==> src/rtl/abort_pkg.sv <==
package abort_pkg;

  typedef enum logic [1:0] {
    CLS_DLY_RD  = 2'd0,
    CLS_DLY_WR  = 2'd1,
    CLS_POSTED  = 2'd2,
    CLS_SPECIAL = 2'd3
  } txnClass_e;

  typedef enum logic [1:0] {
    ST_IDLE    = 2'd0,
    ST_WATCH   = 2'd1,
    ST_CLAIMED = 2'd2,
    ST_DRAIN   = 2'd3
  } watchState_e;

  // Strobes from the watcher to the decision datapath.
  typedef struct packed {
    logic      abortHit;
    txnClass_e cls;
    logic      onSec;
  } abortEvt_t;

endpackage

==> src/rtl/abort_ctrl.sv <==
module abort_ctrl
  import abort_pkg::*;
#(
  parameter int TAG_W = 2,
  parameter int LIMIT = 5
) (
  input  logic             clk,
  input  logic             rstN,
  input  logic             frameN,
  input  logic             devselN,
  input  logic [1:0]       txnClass,
  input  logic [TAG_W-1:0] txnTag,
  input  logic             txnOnSec,
  output abortEvt_t        evt,
  output logic [TAG_W-1:0] evtTag
);

  localparam int CNT_W = $clog2(LIMIT + 1);
  localparam logic [CNT_W-1:0] CNT_LAST = CNT_W'(LIMIT);
  localparam logic [CNT_W-1:0] CNT_ONE  = CNT_W'(1);

  watchState_e      state;
  logic [CNT_W-1:0] waitCnt;
  txnClass_e        clsQ;
  logic [TAG_W-1:0] tagQ;
  logic             secQ;

  always_ff @(posedge clk) begin
    if (!rstN) begin
      state   <= ST_IDLE;
      waitCnt <= '0;
      clsQ    <= CLS_DLY_RD;
      tagQ    <= '0;
      secQ    <= 1'b0;
      evt     <= '0;
      evtTag  <= '0;
    end else begin
      evt.abortHit <= 1'b0;
      unique case (state)
        ST_IDLE: begin
          if (!frameN) begin
            clsQ    <= txnClass_e'(txnClass);
            tagQ    <= txnTag;
            secQ    <= txnOnSec;
            waitCnt <= CNT_ONE;
            state   <= devselN ? ST_WATCH : ST_CLAIMED;
          end
        end
        ST_WATCH: begin
          if (waitCnt == CNT_LAST) begin
            evt.abortHit <= 1'b1;
            evt.cls      <= clsQ;
            evt.onSec    <= secQ;
            evtTag       <= tagQ;
            waitCnt      <= '0;
            state        <= ST_DRAIN;
          end else if (!devselN) begin
            waitCnt <= '0;
            state   <= ST_CLAIMED;
          end else begin
            waitCnt <= waitCnt + CNT_ONE;
          end
        end
        ST_CLAIMED, ST_DRAIN: begin
          waitCnt <= '0;
          if (frameN) state <= ST_IDLE;
        end
        default: state <= ST_IDLE;
      endcase
    end
  end

  // an abort strobe lasts one clock only
  a_r1_single_abort: assert property (@(posedge clk) disable iff (!rstN)
    evt.abortHit |=> !evt.abortHit);

  // the wait count never passes the window
  a_r1_count_bound: assert property (@(posedge clk) disable iff (!rstN)
    waitCnt <= CNT_LAST);

  // a claimed cycle never turns into an abort
  a_r8_claim_no_abort: assert property (@(posedge clk) disable iff (!rstN)
    (state == ST_CLAIMED) |=> !evt.abortHit);

endmodule

==> src/rtl/abort_dp.sv <==
module abort_dp
  import abort_pkg::*;
#(
  parameter int TAG_W = 2
) (
  input  logic             clk,
  input  logic             rstN,
  input  abortEvt_t        evt,
  input  logic [TAG_W-1:0] evtTag,
  input  logic             maMode,
  input  logic             serrEn,
  input  logic             postedMaDis,
  input  logic             repeatValid,
  input  logic [TAG_W-1:0] repeatTag,
  output logic             setPriMa,
  output logic             setSecMa,
  output logic             discardPost,
  output logic             cfgDisconnect,
  output logic             serrN,
  output logic             suppressDevsel,
  output logic             retireValid,
  output logic [TAG_W-1:0] retireTag
);

  localparam int ENTRIES = 1 << TAG_W;

  logic [ENTRIES-1:0] abortedQ;
  logic isDelayed, isPosted, isSpecial, countsAsError;

  always_comb begin
    isDelayed     = evt.abortHit && (evt.cls == CLS_DLY_RD || evt.cls == CLS_DLY_WR);
    isPosted      = evt.abortHit && (evt.cls == CLS_POSTED);
    isSpecial     = evt.abortHit && (evt.cls == CLS_SPECIAL);
    countsAsError = evt.abortHit && !isSpecial;
    setPriMa      = countsAsError && !evt.onSec;
    setSecMa      = countsAsError &&  evt.onSec;
    discardPost   = isPosted;
    cfgDisconnect = isSpecial;
    serrN         = !(isPosted && maMode && serrEn && !postedMaDis);
    suppressDevsel = repeatValid && abortedQ[repeatTag];
  end

  // One mark per delayed-queue entry; a new abort wins over a clear.
  for (genvar e = 0; e < ENTRIES; e++) begin : g_mark
    always_ff @(posedge clk) begin
      if (!rstN) begin
        abortedQ[e] <= 1'b0;
      end else if (isDelayed && evtTag == TAG_W'(e)) begin
        abortedQ[e] <= 1'b1;
      end else if (repeatValid && repeatTag == TAG_W'(e)) begin
        abortedQ[e] <= 1'b0;
      end
    end
  end

  always_ff @(posedge clk) begin
    if (!rstN) begin
      retireValid <= 1'b0;
      retireTag   <= '0;
    end else begin
      retireValid <= suppressDevsel;
      if (suppressDevsel) retireTag <= repeatTag;
    end
  end

  // never both status sides at once
  a_r2_one_side: assert property (@(posedge clk) disable iff (!rstN)
    !(setPriMa && setSecMa));

  // a special-cycle disconnect carries no status or error
  a_r7_special_quiet: assert property (@(posedge clk) disable iff (!rstN)
    cfgDisconnect |-> (!setPriMa && !setSecMa && serrN && !discardPost));

  // system error is a single-clock event
  a_r6_serr_one_clock: assert property (@(posedge clk) disable iff (!rstN)
    !serrN |=> serrN);

  // a retire always follows a suppressed repeat of the same tag
  a_r4_retire_follows: assert property (@(posedge clk) disable iff (!rstN)
    retireValid |-> ($past(suppressDevsel) && retireTag == $past(repeatTag)));

endmodule

==> src/rtl/abort_handler.sv <==
module abort_handler
  import abort_pkg::*;
#(
  parameter int TAG_W = 2,
  parameter int LIMIT = 5
) (
  input  logic             clk,
  input  logic             rstN,
  input  logic             frameN,
  input  logic             devselN,
  input  logic [1:0]       txnClass,
  input  logic [TAG_W-1:0] txnTag,
  input  logic             txnOnSec,
  input  logic             maMode,
  input  logic             serrEn,
  input  logic             postedMaDis,
  input  logic             repeatValid,
  input  logic [TAG_W-1:0] repeatTag,
  output logic             setPriMa,
  output logic             setSecMa,
  output logic             discardPost,
  output logic             cfgDisconnect,
  output logic             serrN,
  output logic             suppressDevsel,
  output logic             retireValid,
  output logic [TAG_W-1:0] retireTag
);

  abortEvt_t        evt;
  logic [TAG_W-1:0] evtTag;

  abort_ctrl #(.TAG_W(TAG_W), .LIMIT(LIMIT)) ctrl_i (
    .clk      (clk),
    .rstN     (rstN),
    .frameN   (frameN),
    .devselN  (devselN),
    .txnClass (txnClass),
    .txnTag   (txnTag),
    .txnOnSec (txnOnSec),
    .evt      (evt),
    .evtTag   (evtTag)
  );

  abort_dp #(.TAG_W(TAG_W)) dp_i (
    .clk            (clk),
    .rstN           (rstN),
    .evt            (evt),
    .evtTag         (evtTag),
    .maMode         (maMode),
    .serrEn         (serrEn),
    .postedMaDis    (postedMaDis),
    .repeatValid    (repeatValid),
    .repeatTag      (repeatTag),
    .setPriMa       (setPriMa),
    .setSecMa       (setSecMa),
    .discardPost    (discardPost),
    .cfgDisconnect  (cfgDisconnect),
    .serrN          (serrN),
    .suppressDevsel (suppressDevsel),
    .retireValid    (retireValid),
    .retireTag      (retireTag)
  );

endmodule

==> config.mk <==
export PLATFORM = sky130hd
export DESIGN_NAME = abort_handler
export DESIGN_NICKNAME = d
export VERILOG_FILES = /design/src/rtl/abort_pkg.sv /design/src/rtl/abort_ctrl.sv /design/src/rtl/abort_dp.sv /design/src/rtl/abort_handler.sv
export SDC_FILE = /design/constraint.sdc
export NUM_CORES = 1
export LEC_CHECK = 0
export CAP_MARGIN = 20
export CORE_MARGIN = 5
export CORE_UTILIZATION = 43
export CTS_CLUSTER_SIZE = 16
export DETAILED_ROUTE_END_ITERATION = 7
export PLACE_DENSITY = 0.74
export SLEW_MARGIN = 20
export SYNTH_ARGS = -nofsm -noshare
export SYNTH_HDL_FRONTEND = slang
export SYNTH_SLANG_ARGS = --single-unit
==> constraint.sdc <==
create_clock -name clk -period 1.29 [get_ports clk]
set_clock_uncertainty 0.05 [all_clocks]
set_input_delay 0.258 -clock clk [delete_from_list [all_inputs] [get_ports clk]]
set_output_delay 0.258 -clock clk [all_outputs]
set_load 0.02 [all_outputs]
After elaboration in Yosys (flattened, before gate mapping)

Index checks and enable logic that the tools add are counted.
Widths: inputs -> output; s select.

Flip-flop bits (word level): 23
Input port bits: 15
Output and inout bits: 9
Word-level logic and storage cells: 91

$add $sub $neg: 1
Order comparisons: 1
Equal/unequal tests: 16
Multiplexer cells: 21
Bitwise logic cells: 1
Reduce and logical (&&, ||, !) cells: 36

Operators by type and width:

| kind                | count |
|---|---|
| $logic_and 1x1->1   | 18 |
| $eq 2x2->1 const B  | 8 |
| $mux 2              | 5 |
| $mux 1              | 9 |
| $mux 3              | 3 |
| $pmux 3 s3          | 1 |
| $eq 2x1->1 const B  | 4 |
| $logic_not 2->1     | 4 |
| $reduce_bool 2->1   | 4 |
| $pmux 2 s3          | 1 |
| $reduce_and 2->1    | 3 |
| $logic_not 1->1     | 4 |
| $mux 4              | 1 |
| $ne 2x2->1 const B  | 2 |
| $add 3x1->3 const B | 1 |
| $eq 3x3->1 const B  | 1 |
| $lt 2x3->1 const B  | 1 |
| $ne 3x2->1 const B  | 1 |
| $reduce_and 3->1    | 1 |
| $bmux 1 s2          | 1 |
| $reduce_or 2->1     | 1 |
| $logic_or 1x1->1    | 1 |
| $not 1->1           | 1 |

Depth between registers and ports, before layout

Depth after elaboration: 6
Mapped depth: 5
Mapped depth without buffers: 5

Cells and area by module

A second synthesis with hierarchy kept.

Cell total of the unflattened synthesis: 113
Area, all modules: 1087.3 µm²

By module, submodules not included:

| module     | times used | cells an instance | area an instance (µm²) | seq. area each (µm²) |
|---|---|---|---|---|
| abort_ctrl | 1          | 71                | 698.2                  | 320.3 |
| abort_dp   | 1          | 42                | 389.1                  | 140.1 |

Worst setup path before layout

OpenSTA, ideal clock, no wires.

Path type: register to register
From: reg ctrl_i.waitCnt[1]
To: reg ctrl_i.waitCnt[2]
Library setup time: 0.091 ns
Arrival: 1.177 ns
Data required time: 1.149 ns
Path slack: -0.028 ns
Stages on the path, launching flop included: 5
Path buffers: 0
Clock period less this slack: 1.318 ns
Cells stage by stage: dfxtp_1 inv_1 ha_1 or3_1 a311oi_1

Word-level cells in the longest chain between the ends: 4
Elaborated cells between the ends (all ways): 5
Classes of those cells: add/sub (1); eq/ne (1); mux (3)

Ends and longest elaborated chain:

| item                   | line             | RTL |
|---|---|---|
| from (decl)            | abort_ctrl.sv:23 | `logic [CNT_W-1:0] waitCnt;` |
| from (signal assigned) | abort_ctrl.sv:61 | `waitCnt <= waitCnt + CNT_ONE;` |
| $add 3x1->3            | abort_ctrl.sv:61 |  |
| $mux 3                 | abort_ctrl.sv:57 | `end else if (!devselN) begin` |
| $mux 3 *               | abort_ctrl.sv:50 | `if (waitCnt == CNT_LAST) begin` |
| $pmux 3 s3 *           | abort_ctrl.sv:39 | `unique case (state)` |

Mark *: on every way between the ends. The rest lies on a longest branch, timed or not.
A chain may end at the register's enable or synchronous reset.

Final worst setup path

From: in repeatTag[0]
To: out suppressDevsel

Word-level cells in the longest chain between the ends: 3

Ends and longest elaborated chain:

| item                         | line                | RTL |
|---|---|---|
| from (decl)                  | abort_handler.sv:18 | `input logic [TAG_W-1:0] repeatTag,` |
| $bmux 1 s2                   | abort_dp.sv:40      | `suppressDevsel = repeatValid && abortedQ[repeatTag];` |
| $mux 1 (implied by the code) | abort_dp.sv:40      |  |
| $logic_and 1x1->1            | abort_dp.sv:40      |  |
| to (decl)                    | abort_handler.sv:24 | `output logic suppressDevsel,` |

Every way passes these cells. The select of a mux whose other input is x is not followed.

==> impl_metrics.json <==
{
  "clkTransAtPathRegs_ns": 0.12,
  "yosysTopAreaCell": "dfxtp_1",
  "synth_top_cell_area_share_pct": 43.7,
  "insertion_delay_ns": 0.30,
  "nNetsFinal": 177,
  "avgViaCountPerCell": 5.04,
  "slew-limit-headroom_pct": 78.0,
  "grt_pass1_wl_mm": 4.11,
  "status": "complete, but fails checks",
  "grt_pass1_vias": 936,
  "yosysWarnings": 0,
  "top_layer": "met4",
  "ys_ff_latch": 23,
  "path_max_fanout": 4,
  "period_needed_ns": 1.49,
  "placed_area_um2": 1460,
  "synthTopCellsByArea": "dfxtp_1 (44%), mux2i_1 (12%), nor2_1 (5.0%)",
  "n_fill_cell": 178,
  "ys.flop_type": "dfxtp_1",
  "path_buf_inv": 3,
  "crit_required_ns": 0.98,
  "p_switching_mw": 0.316,
  "critPathTopFamily": "buffers and inverters",
  "worst_slew_pin_slew_ns": 0.330,
  "die_y_um": 59.5,
  "setup_ws_ns": -0.202,
  "seqCellArea_um2": 484,
  "leakagePower_nw": 0.794,
  "syn_to_final_growth_pct": 58.8,
  "antenna_found_initial": 0,
  "hold_viol": 0,
  "dr.pass1.iters": 4,
  "yosysMostFrequentCell": "dfxtp_1",
  "netlist_area_um2": 1050,
  "rsz0062_at_grt": "yes",
  "cts.sinks": 23,
  "design_area_um2": 1680,
  "hpwl_mm": 1.77,
  "ios": 24,
  "violations": "negative setup slack",
  "fin_crit_sh_pct": 116,
  "routedWlPerCell_um": 13.7,
  "hold_ws_ns": 0.429,
  "clockPowerShare_pct": 24.4,
  "wl_met3_um": 93,
  "path_cells": "dlygate4sd2_1 > mux2i_2 > o22a_1 > inv_1 > buf_6",
  "post_synth_most_frequent_cells": "dfxtp_1 (23), nor2_1 (14), mux2i_1 (13)",
  "ir_drop_mv": 0.870,
  "wl_met1_mm": 1.10,
  "die_w_um": 59.5,
  "cts_buffers": 3,
  "cts_buffer_depth": 2,
  "path_class": "in2out",
  "drc": 0,
  "slowest_stage": "dlygate4sd2_1",
  "ys_seq_area_share_pct": 43.7,
  "detail-route-antenna-nets": 0,
  "setup_viol": 6,
  "maxCapViolations": 0,
  "initial_core_util_pct": 43.8,
  "drive_gt1_share_pct": 45.3,
  "power_density_nw_per_um2": 777,
  "cp.arrival_ns": 1.18,
  "finalPower_mw": 1.30,
  "slowest_delay_ns": 0.30,
  "drtIter0Drc": 10,
  "via_count": 952,
  "syn_avg_cell_area_um2": 9.59,
  "pwr-share-comb_pct": 17.9,
  "synthDistinctLibCells": 32,
  "hp-class": "reg2reg",
  "netSwitchingFraction_pct": 24.3,
  "p_seq_share_pct": 57.7,
  "grt_util_all_layers_pct": 15.0,
  "core_area_um2": 2410,
  "setup.worst_path.start_class": "primary input",
  "grt_max_degree": 13,
  "final_util_pct": 69.5,
  "htree_levels": 1,
  "synth-edff-count": 0,
  "setup_tns_ns": -0.794,
  "fmax_mhz": 670,
  "place.gp.congestion": 0.802,
  "cts_tree": "done",
  "maxSlewViolCount": 0,
  "synth_nets": 127,
  "portBuffers": 23,
  "stdcell_count": 189,
  "intPower_mw": 0.986,
  "async_reset_ff_share_pct": 0,
  "fp-row-count": 18,
  "diodes": 0,
  "met2_length_mm": 1.38,
  "wl_mm": 2.59,
  "multiInputGateArea_um2": 647,
  "endpoint_kind": "primary output",
  "die-area_um2": 3540,
  "place_ws_ns": -0.840,
  "syn_inst": 110,
  "r2r_slack_ns": -0.02,
  "place_inst": 180,
  "grt_overflow": 0,
  "root_buffer": "clkbuf_4"
}
## power groups by stage
stage	registers (mW)	clock network [mW]	logic, mW
finish	0.751	0.318	0.233
global route	0.755	0.365	0.253
floorplan	0.755	0	0.109
global placement	0.769	0	0.187
detailed placement	0.770	0	0.193
CTS	0.751	0.329	0.207
## routing by layer
metal  up-vias  global-route usage (%)
li1        487                       -
met1       449                    18.3
met2        14                    26.1
met3         2                    3.27
met4         0                    4.43
met5         -                       0
## worst min-delay path, stage by stage, from the launching register on
cell     delay (ns)
dfxtp_1        0.33
nand2_1        0.05
mux2i_1        0.06
## layout by cell type, fill, tap and decap left out, drive strengths merged
cell type	n
a211o	2
a21oi	9
a221oi	1
a2bb2oi	1
a311oi	1
a41oi	1
and2b	1
and3	2
and3b	1
buf	33
clkbuf	5
clkdlybuf4s15	2
clkdlybuf4s50	10
dfxtp	23
dlygate4sd2	2
dlymetal6s2s	2
ha	2
inv	7
mux2i	13
nand2	6
nand2b	1
nand3	1
nand3b	1
nand4b	3
nor2	14
nor3	2
o21ai	6
o22a	1
or2	1
or3	1
or4b	1
or4bb	2
xor2	1
## sequential cells by signal (all words and copies together) (netlist names)
| signal | flops |
|---|---|
| ctrl_i.evt | 4 |
| dp_i.abortedQ | 4 |
| ctrl_i.waitCnt | 3 |
| ctrl_i.clsQ | 2 |
| ctrl_i.evtTag | 2 |
| ctrl_i.state | 2 |
| ctrl_i.tagQ | 2 |
| dp_i.retireTag | 2 |
| ctrl_i.secQ | 1 |
| dp_i.retireValid | 1 |
## repair_timing
action                                  4_1_cts  5_1_grt
hold endpoints to repair                      0        0
hold buffers                                  0        0
buffers inserted                              2        3
gates resized for setup                      58       31
endpoints found under the setup margin       19       18
gates cloned                                  0        0
pin swaps                                     4       10
## final timing paths
kind,start,to,cells after the start
setup / recovery,repeatTag[0],suppressDevsel,5
hold reg to reg,dp_i.retireTag[0],dp_i.retireTag[0],2
hold / removal,dp_i.retireTag[0],dp_i.retireTag[0],2
setup reg to reg,ctrl_i.waitCnt[1],ctrl_i.waitCnt[2],4
## cells by family (layout without fill, tap and decap cells)
group / Yosys count / count (layout) / share of synthesized area [%]
AND/OR/NAND/NOR: 37 / 37 / 22.3
flip-flops: 23 / 23 / 43.7
AO/OA/AOI/OAI: 22 / 22 / 13.2
multiplexers: 13 / 13 / 12.3
buffers and inverters: 12 / 61 / 5.34
adder cells (fa/ha/maj): 2 / 2 / 2.37
XOR/XNOR: 1 / 1 / 0.831
## area by class of cell
| type | instances | share of cell area [%] |
|---|---|---|
| multi-input cells | 75 | 38.6 |
| repair buffers | 50 | 27.1 |
| clock buffers | 4 | 1.57 |
| inverters | 7 | 1.57 |
| flip-flops and latches | 23 | 28.9 |
| well taps | 30 | 2.24 |
(Power assumes the default switching activity.)
